$ cat config.mk
export PLATFORM = sky130hd
export DESIGN_NAME = notif_merge_node
export DESIGN_NICKNAME = d
export VERILOG_FILES = /design/src/rtl/notif_pkg.sv /design/src/rtl/notif_ctrl.sv /design/src/rtl/notif_datapath.sv /design/src/rtl/notif_merge_node.sv
export SDC_FILE = /design/constraint.sdc
export NUM_CORES = 1
export LEC_CHECK = 0
export ABC_CLOCK_PERIOD_IN_PS = 3100
export BUFFER_PORTS_ARGS = -buffer_cell sky130_fd_sc_hd__buf_2
export CAP_MARGIN = 5
export CORE_MARGIN = 1.5
export CORE_UTILIZATION = 40
export DETAILED_ROUTE_END_ITERATION = 7
export PLACE_DENSITY = 0.84
export SLEW_MARGIN = 20
export SYNTH_ARGS = -nofsm -noshare
export SYNTH_HDL_FRONTEND = slang
export SYNTH_HIERARCHICAL = 1
export SYNTH_SLANG_ARGS = --single-unit
$ cat constraint.sdc
create_clock -name clk -period 3.1 [get_ports clk]
set_input_delay 0.31 -clock clk [delete_from_list [all_inputs] [get_ports clk]]
set_output_delay 0.31 -clock clk [all_outputs]
set_load 0.02 [all_outputs]
$ cat src/rtl/notif_pkg.sv
package notif_pkg;
  // strobes from the control half to the datapath half
  typedef struct packed {
    logic winStart;  // first cycle of a window
    logic winEnd;    // last cycle of a window
    logic inject;    // local core bit goes out this window
    logic stopReq;   // local stop request goes out this window
  } ctrlStrobe_t;
endpackage

$ cat src/rtl/notif_ctrl.sv
module notif_ctrl
  import notif_pkg::*;
#(
  parameter int WINDOW_LEN = 13,
  parameter int PEND_MAX   = 4
) (
  input  logic        clk,
  input  logic        rstN,
  input  logic        reqValid,
  input  logic        queueFull,
  input  logic        endStop,
  output ctrlStrobe_t strobe,
  output logic        reqAccept
);
  localparam int CW = (WINDOW_LEN > 2) ? $clog2(WINDOW_LEN) : 1;
  localparam int PW = $clog2(PEND_MAX + 1);
  localparam logic [CW-1:0] LAST_SLOT = CW'(WINDOW_LEN - 1);
  localparam logic [PW-1:0] PEND_TOP  = PW'(PEND_MAX);

  logic [CW-1:0] winCnt;
  logic [PW-1:0] pendCnt;
  logic          sentFlag;
  logic          incPend;
  logic          decPend;

  always_comb begin
    strobe.winStart = (winCnt == '0);
    strobe.winEnd   = (winCnt == LAST_SLOT);
    strobe.inject   = strobe.winStart && (pendCnt != '0);
    strobe.stopReq  = strobe.winStart && queueFull;
  end

  assign reqAccept = (pendCnt < PEND_TOP);
  assign incPend   = reqValid && reqAccept;
  assign decPend   = strobe.winEnd && sentFlag && !endStop;

  always_ff @(posedge clk) begin
    if (!rstN) begin
      winCnt   <= '0;
      pendCnt  <= '0;
      sentFlag <= 1'b0;
    end else begin
      winCnt <= strobe.winEnd ? '0 : winCnt + 1'b1;
      if (strobe.winStart) sentFlag <= strobe.inject;
      pendCnt <= pendCnt + PW'(incPend) - PW'(decPend);
    end
  end
endmodule

$ cat src/rtl/notif_datapath.sv
module notif_datapath
  import notif_pkg::*;
#(
  parameter int NUM_CORES = 16,
  parameter int NUM_PORTS = 4,
  parameter int LOCAL_ID  = 5
) (
  input  logic                                clk,
  input  logic                                rstN,
  input  ctrlStrobe_t                         strobe,
  input  logic [NUM_PORTS*(NUM_CORES+1)-1:0]  linkIn,
  output logic [NUM_PORTS*(NUM_CORES+1)-1:0]  linkOut,
  output logic                                mergedValid,
  output logic [NUM_CORES-1:0]                mergedVec,
  output logic                                endStop
);
  localparam int VEC_W    = NUM_CORES + 1;
  localparam int STOP_IDX = NUM_CORES;

  logic [VEC_W-1:0] portOr [NUM_PORTS+1];
  logic [VEC_W-1:0] localVec;
  logic [VEC_W-1:0] accVec;
  logic [VEC_W-1:0] mergedNow;

  assign portOr[0] = '0;
  for (genvar g = 0; g < NUM_PORTS; g++) begin : g_or
    assign portOr[g+1] = portOr[g] | linkIn[g*VEC_W +: VEC_W];
  end

  always_comb begin
    localVec           = '0;
    localVec[LOCAL_ID] = strobe.inject;
    localVec[STOP_IDX] = strobe.stopReq;
  end

  // window start drops everything held or arriving: fresh window
  assign mergedNow = strobe.winStart ? localVec : (accVec | portOr[NUM_PORTS]);
  assign endStop   = mergedNow[STOP_IDX];

  always_ff @(posedge clk) begin
    if (!rstN) accVec <= '0;
    else       accVec <= mergedNow;
  end

  for (genvar g = 0; g < NUM_PORTS; g++) begin : g_latch
    logic [VEC_W-1:0] portLatch;
    always_ff @(posedge clk) begin
      if (!rstN) portLatch <= '0;
      else       portLatch <= mergedNow;
    end
    assign linkOut[g*VEC_W +: VEC_W] = portLatch;
  end

  always_ff @(posedge clk) begin
    if (!rstN) begin
      mergedValid <= 1'b0;
      mergedVec   <= '0;
    end else begin
      mergedValid <= strobe.winEnd && !mergedNow[STOP_IDX];
      if (strobe.winEnd && !mergedNow[STOP_IDX])
        mergedVec <= mergedNow[NUM_CORES-1:0];
    end
  end
endmodule

$ cat src/rtl/notif_merge_node.sv
module notif_merge_node
  import notif_pkg::*;
#(
  parameter int NUM_CORES  = 16,
  parameter int NUM_PORTS  = 4,
  parameter int WINDOW_LEN = 13,
  parameter int PEND_MAX   = 4,
  parameter int LOCAL_ID   = 5
) (
  input  logic                                clk,
  input  logic                                rstN,
  input  logic [NUM_PORTS*(NUM_CORES+1)-1:0]  linkIn,
  output logic [NUM_PORTS*(NUM_CORES+1)-1:0]  linkOut,
  input  logic                                reqValid,
  output logic                                reqAccept,
  input  logic                                queueFull,
  output logic                                mergedValid,
  output logic [NUM_CORES-1:0]                mergedVec
);
  ctrlStrobe_t strobe;
  logic        endStop;

  notif_ctrl #(.WINDOW_LEN(WINDOW_LEN), .PEND_MAX(PEND_MAX)) u_ctrl (
    .clk(clk), .rstN(rstN), .reqValid(reqValid), .queueFull(queueFull),
    .endStop(endStop), .strobe(strobe), .reqAccept(reqAccept)
  );

  notif_datapath #(.NUM_CORES(NUM_CORES), .NUM_PORTS(NUM_PORTS), .LOCAL_ID(LOCAL_ID)) u_dp (
    .clk(clk), .rstN(rstN), .strobe(strobe), .linkIn(linkIn), .linkOut(linkOut),
    .mergedValid(mergedValid), .mergedVec(mergedVec), .endStop(endStop)
  );
endmodule

==> results of run 1 <==
registers in the layout, indices dropped and copies added (netlist names):
signal / flops
u_ctrl/pendCnt: 3
u_ctrl/sentFlag: 1
u_ctrl/winCnt: 4
u_dp/g_latch.portLatch: 17
u_dp/mergedValid: 1
u_dp/mergedVec: 16
power by group:
part | total [uW] | switching, uW | internal, uW | leakage, uW
registers | 624 | 40.2 | 584 | 0.000344
logic | 411 | 250 | 161 | 0.00112
clock network | 408 | 183 | 225 | 0.0000575
total | 1440 | 473 | 970 | 0.00153
stage by stage:
stage / total power, uW / cell area (sq um) / std cells
6_report: 1443 / 2733 / 405
5_1_grt: 1528 / 2733 / 405
4_1_cts: 1455 / 2719 / 404
3_5_place_dp: 1046 / 2609 / 396
3_3_place_gp: 1033 / 2609 / 396
2_1_floorplan: 973.1 / 2118 / 222
routing by layer:
| layer | vias to the layer above | part of all wire | track usage |
|---|---|---|---|
| li1 | 899 | - | - |
| met5 | - | 0 | 0 |
| met2 | 94 | 0.52 | 0.2860 |
| met4 | 0 | 0.014 | 0.06548 |
| met1 | 804 | 0.39 | 0.1572 |
| met3 | 7 | 0.069 | 0.03175 |
area by class of cell:
type                    instances  area (sq um)
flip-flops and latches         42         840.8
multi-input cells             116         843.3
inverters                      10         37.54
repair buffers                159         813.3
clock buffers                   8         110.1
fillers                       467          2375
well taps                      70         87.58
logic make-up (layout without fill, tap and decap cells):
logic type                 Yosys count  in the layout  synth area share
DFF                                 42             42            0.3969
AOI/OAI and AO/OA                   23             23           0.06793
adders and majority gates            5              5           0.03308
buffers and inverters               64            177            0.2079
muxes                               16             16            0.1010
xor gates and xnor gates             3              3           0.01241
and+or+nand+nor                     69             69            0.1808
placed cells by master (no fill, tap or decap), drive strengths merged:
master  netlist  final
xnor2         3      3
or4           1      1
clkbuf        1      8
o21a          1      1
and3b         1      1
o31a          1      1
nor3b         2      2
ha            4      4
a221oi        1      1
nand3         1      1
buf          53    159
nor2         20     20
dfxtp        42     42
nor3         15     15
a31oi         1      1
mux2         16     16
a21boi        1      1
fa            1      1
o21ai         1      1
nor4          2      2
nand2b        1      1
a21oi        17     17
nand2         2      2
inv          10     10
and2         21     21
nor2b         2      2
and3          1      1
worst max-delay path, stage by stage, from the launching register on:
cell and delay, ns:
dfxtp_1 0.40, inv_1 0.08, ha_1 0.24, nor3b_4 0.19, nor4_4 0.35, a21oi_1 0.13
nor3b_1 0.22, ha_1 0.16, inv_1 0.04, ha_1 0.18, fa_1 0.39, xnor2_1 0.15
xnor2_1 0.12, and2_1 0.14
path summary, 6_finish.rpt:
| path | cells past startpoint | end | slack [ns] |
|---|---|---|---|
| worst max register to register | 13 | u_ctrl/pendCnt[2] | 0.23 |
| worst min-delay path | 3 | u_dp/g_latch[3].portLatch[10] | 0.31 |
| worst min register to register | 1 | u_ctrl/winCnt[0] | 0.50 |
| worst max-delay path | 13 | u_ctrl/pendCnt[2] | 0.23 |
timing repair:
action                     in CTS  in global routing
setup endpoints to repair       0                  1
hold buffers                    0                  0
setup buffers                   0                  1
gates resized for setup         0                  1
hold endpoints to repair        0                  0
==> flow_metrics.py, run 1 <==
metrics = {
    "run_status": {
        "status": "finished, final reports clean",
    },
    "critical_path": {
        "reg2reg_from": "u_ctrl/winCnt[0]",
        "end_kind": "flip-flop",
        "crit_fanout": 6,
        "crit_arrival_ns": 3.07,
        "cp_data_required_time_ns": 3.29,
        "start_kind": "flip-flop",
        "timing_worst_setup_path_type": "flip-flop to flip-flop",
        "crit_path_start": "u_ctrl/winCnt[0]",
    },
    "yosys": {
        "synth_common_cells": "buf_4 (51), dfxtp_1 (42), and2_1 (21), nor2_1 (20), a21oi_1 (17)",
        "postSynthCellCount": 222,
        "synth_cell_type_count": 33,
        "ys_seq_elements": 42,
        "synth_top_area_share": 0.3969,
        "synth.most_common_cell": "buf_4",
        "synth_edf_count": 0,
        "syn_area_sq_mm": 0.002118,
        "syn_nets": 299,
        "ys_seq_area_frac": 0.3969,
        "synthTopCellsByArea": "dfxtp_1 (40%), buf_4 (18%), mux2_4 (6.4%), and2_1 (6.2%), a21oi_1 (4.0%)",
        "synth_ff_type": "dfxtp_1",
        "avgSynthCellArea_sq_um": 9.542,
        "ys_warn_count": 6,
        "synth_top_area_cell": "dfxtp_1",
        "async_reset_ff_frac": 0,
    },
    "layout": {
        "finalCoreUtilization": 0.5350,
        "drive_gt1_frac": 0.5582,
        "antennaDiodeCount": 0,
        "area_growth_pct": 29.00,
        "fin_nets": 411,
    },
    "sta": {
        "slew_violations": 0,
        "slew-limit-headroom": 0.5110,
        "setup_violations": 0,
        "setup_slack_ns": 0.2252,
        "rsz0062_at_grt": "no",
        "timing.fmax_mhz": 347.9,
        "min_period_ns": 2.875,
        "final.setup_skew_ns": 0.003846,
        "hold_violations": 0,
        "tightest_slew_ns": 0.7335,
        "fin_crit_sh": 0.9274,
        "setup_tns_ns": 0,
        "whs_ns": 0.3103,
    },
    "global_routing": {
        "grt_pass1_wl_microns": 6334,
        "antenna_found_initial": 0,
        "grt_max_degree": 27,
        "grt-ovfl-total": 0,
        "track_usage": 0.1504,
        "grt_pass1_vias": 1465,
    },
    "clock_tree": {
        "insertion_delay_ns": 0.29,
        "cts_buffers": 5,
        "cts_root_buf": "clkbuf_8",
        "path_clk_slew_ns": 0.08,
        "cts-htree-levels": 2,
        "cts_tree": "done",
        "clock_path_buffers": 2,
        "cts_sinks": 42,
    },
    "placement": {
        "hpwlAfterDp_microns": 3723,
        "dpl_worst_slack_ns": 0.1110,
        "portBuffers": 157,
        "gp_congestion": 0.6783,
    },
    "drt": {
        "post-route-drc-count": 0,
        "vias_per_cell": 4.454,
        "postRouteAntennaNets": 0,
        "vias": 1804,
        "firstDrtPassIters": 4,
        "wl_per_cell_microns": 11.93,
        "initialDrtViolationCount": 45,
        "wirelength_microns": 4831,
    },
    "die": {
        "die-area_sq_mm": 0.005741,
        "die_y_microns": 75.77,
        "dieWidth_microns": 75.77,
        "start_util": 0.4147,
        "io_pins": 158,
        "core_area_sq_mm": 0.005107,
        "rows": 26,
    },
    "worst_hold_path": {
        "hp-start": "linkIn[61]",
        "hold_path_class": "input pin to flip-flop",
    },
    "pwr": {
        "powerDensity_mw_per_mm2": 528.2,
        "peakVddDrop_uv": 243.4,
        "leakagePower_uw": 0.001526,
    },
    "flow_run": {
        "drv_cap": 0,
    },
}
Power figures use the tool's default switching activity.
==> run 2: changes to the inputs <==
- SYNTH_HIERARCHICAL: 1 -> not set
==> run 2 against run 1 <==
Against the previous run:
- combinational power about the same
- non-clock buffer count decreased by 1
- via count increased by 2.7%
- clock power decreased by 12%
- global-route usage decreased by 0.11 points
- die area decreased by 0.45%
- worst setup slack improved by 0.26 ns
- routed wire length decreased by 7.1%
- sequential share of layout area increased by 1.1 points
- utilization decreased by 1.8 points
- power decreased by 3.2%
==> flow_metrics.py, run 2 <==
metrics = {
    "layout": {
        "top_register": "u_dp.g_latch.portLatch",
        "nFillCells": 490,
        "top_regs": "u_dp.g_latch.portLatch: 17 flops, u_dp.mergedVec: 16 flops, u_ctrl.winCnt: 4 flops",
        "antennaDiodeCount": 0,
        "area_growth_pct": 25.22,
        "layout_common_cells": "buf_2 (157), dfxtp_1 (42), inv_1 (25)",
        "multi_input_area_sq_um": 733.2,
        "seq_area_sq_um": 840.8,
        "final_common_cell": "buf_2",
        "drive_gt1_frac": 0.5121,
        "fin_nets": 406,
        "largest_reg_flops": 17,
    },
    "drt": {
        "postRouteAntennaNets": 0,
        "post-route-drc-count": 0,
        "firstDrtPassIters": 4,
        "wl_per_cell_microns": 11.22,
        "initialDrtViolationCount": 33,
        "vias": 1853,
        "wirelength_microns": 4488,
        "vias_per_cell": 4.633,
    },
    "pwr": {
        "peakVddDrop_uv": 213.6,
        "leakagePower_uw": 0.001551,
        "powerDensity_mw_per_mm2": 529.2,
    },
    "flow_run": {
        "drv_cap": 0,
    },
    "yosys": {
        "synth_ff_type": "dfxtp_1",
        "synth_edf_count": 0,
        "ys_warn_count": 0,
        "synth_top_area_cell": "dfxtp_1",
        "synth_top_area_share": 0.3988,
        "synthTopCellsByArea": "dfxtp_1 (40%), buf_4 (18%), mux2i_1 (7.1%), o211ai_1 (5.3%), or4_1 (5.3%)",
        "syn_area_sq_mm": 0.002108,
        "ys_seq_elements": 42,
        "async_reset_ff_frac": 0,
        "postSynthCellCount": 223,
        "syn_nets": 300,
        "synth.most_common_cell": "buf_4",
        "avgSynthCellArea_sq_um": 9.454,
        "ys_seq_area_frac": 0.3988,
        "synth_cell_type_count": 32,
        "synth_common_cells": "buf_4 (51), dfxtp_1 (42), inv_1 (25), nand2_1 (16)",
    },
    "sta": {
        "hold_violations": 0,
        "setup_tns_ns": 0,
        "setup_violations": 0,
        "slew_violations": 0,
        "final.setup_skew_ns": 0.002499,
        "slew-limit-headroom": 0.4746,
        "min_period_ns": 2.616,
        "rsz0062_at_grt": "no",
        "fin_crit_sh": 0.8440,
        "timing.fmax_mhz": 382.2,
        "tightest_slew_ns": 0.7881,
        "setup_slack_ns": 0.4836,
        "whs_ns": 0.2800,
    },
    "die": {
        "dieWidth_microns": 75.60,
        "die-area_sq_mm": 0.005715,
        "rows": 26,
        "start_util": 0.4128,
        "die_y_microns": 75.60,
        "core_area_sq_mm": 0.005107,
        "io_pins": 158,
    },
    "critical_path": {
        "cp_data_required_time_ns": 3.29,
        "timing_worst_setup_path_type": "flip-flop to flip-flop",
        "start_kind": "flip-flop",
        "worstPathCellList": "inv_1, ha_1, and3_1, nand3_1, nor2_1, ha_1, inv_1, ha_1, fa_1, xnor2_1, xnor2_1, and2_1",
        "crit_fanout": 5,
        "max_stage_delay_ns": 0.41,
        "crit_arrival_ns": 2.80,
        "end_kind": "flip-flop",
        "cpMostUsedCell": "ha_1",
        "critPathSlowestCell": "dfxtp_1",
    },
    "global_routing": {
        "grt_pass1_wl_microns": 6451,
        "track_usage": 0.1493,
        "grt_max_degree": 36,
        "antenna_found_initial": 0,
        "grt_pass1_vias": 1549,
        "grt-ovfl-total": 0,
    },
    "clock_tree": {
        "insertion_delay_ns": 0.29,
        "clock_path_buffers": 2,
        "cts_buffers": 5,
        "cts_root_buf": "clkbuf_8",
        "cts_sinks": 42,
        "cts_resized": 0,
        "path_clk_slew_ns": 0.08,
        "postCtsSetupBuffers": 0,
        "cts-htree-levels": 2,
        "hold_buffers": 0,
        "cts_tree": "done",
    },
    "placement": {
        "portBuffers": 157,
        "gp_congestion": 0.7080,
        "hpwlAfterDp_microns": 3504,
        "dpl_worst_slack_ns": 0.5428,
    },
    "worst_hold_path": {
        "hold_path_class": "input pin to flip-flop",
    },
    "run_status": {
        "status": "finished, final reports clean",
    },
}
run 2: cell count changes in the layout (fill, tap and decap cells not counted), moves of 15 or more:
cell      change
a21oi_1      -15
inv_1        +16
nor2_1       -15
o211ai_1     +15
mux2i_1      +15
and2_1       -18
run 2: metal layers:
layer  share of wire  GRT usage
met1            0.40     0.1593
met2            0.51     0.2710
met3           0.081    0.04762
met4           0.016    0.06151
met5               0          0
run 2: critical path, delay by kind of cell, from the launching register on:
| family | cells | cell delay [ns] |
|---|---|---|
| buffers and inverters | 2 | 0.11 |
| flip-flops | 1 | 0.41 |
| AND/OR/NAND/NOR | 4 | 0.61 |
| XOR/XNOR | 2 | 0.28 |
| adder cells (fa/ha/maj) | 4 | 1.12 |
run 2: layout make-up:
class | instances | area share
well taps | 70 | 0.03318
clock buffers | 7 | 0.03270
flip-flops and latches | 42 | 0.3185
multi-input cells | 97 | 0.2777
repair buffers | 158 | 0.3005
clock inverters | 1 | 0.001896
inverters | 25 | 0.03555
run 2: path summary, 6_finish.rpt:
check | cells after the start | end | start | slack [ns]
worst min-delay path | 3 | u_dp.g_latch[0].portLatch[14] | linkIn[31] | 0.28
worst max-delay path | 12 | u_ctrl.pendCnt[2] | u_ctrl.winCnt[0] | 0.48
worst max register to register | 12 | u_ctrl.pendCnt[2] | u_ctrl.winCnt[0] | 0.48
worst min register to register | 2 | u_dp.mergedVec[15] | u_dp.mergedVec[15] | 0.46
run 2: cell families after synthesis:
| group | after synthesis | share of synthesized area |
|---|---|---|
| xor gates and xnor gates | 2 | 0.008310 |
| AOI/OAI and AO/OA | 24 | 0.08962 |
| DFF | 42 | 0.3988 |
| adders and majority gates | 5 | 0.03324 |
| muxes | 15 | 0.07121 |
| buffers and inverters | 84 | 0.2534 |
| and+or+nand+nor | 51 | 0.1454 |
run 2: power by group:
| part | leakage, uW | switching [uW] | total (uW) | internal (uW) |
|---|---|---|---|---|
| Sequential | 0.000344 | 43.3 | 628 | 584 |
| Clock | 0.0000482 | 179 | 359 | 180 |
| Combinational | 0.00116 | 252 | 410 | 158 |
run 2: per-stage QoR:
| step | cells | util | cell area, sq um | power [uW] |
|---|---|---|---|---|
| 2_1_floorplan | 223 | - | 2108 | 992.2 |
| 3_3_place_gp | 392 | 0.4990 | 2549 | 1044 |
| 3_5_place_dp | 392 | 0.4990 | 2549 | 1055 |
| 4_1_cts | 400 | 0.5169 | 2640 | 1416 |
| 5_1_grt | 400 | 0.5169 | 2640 | 1486 |
| 6_report | 400 | 0.5169 | 2640 | 1397 |
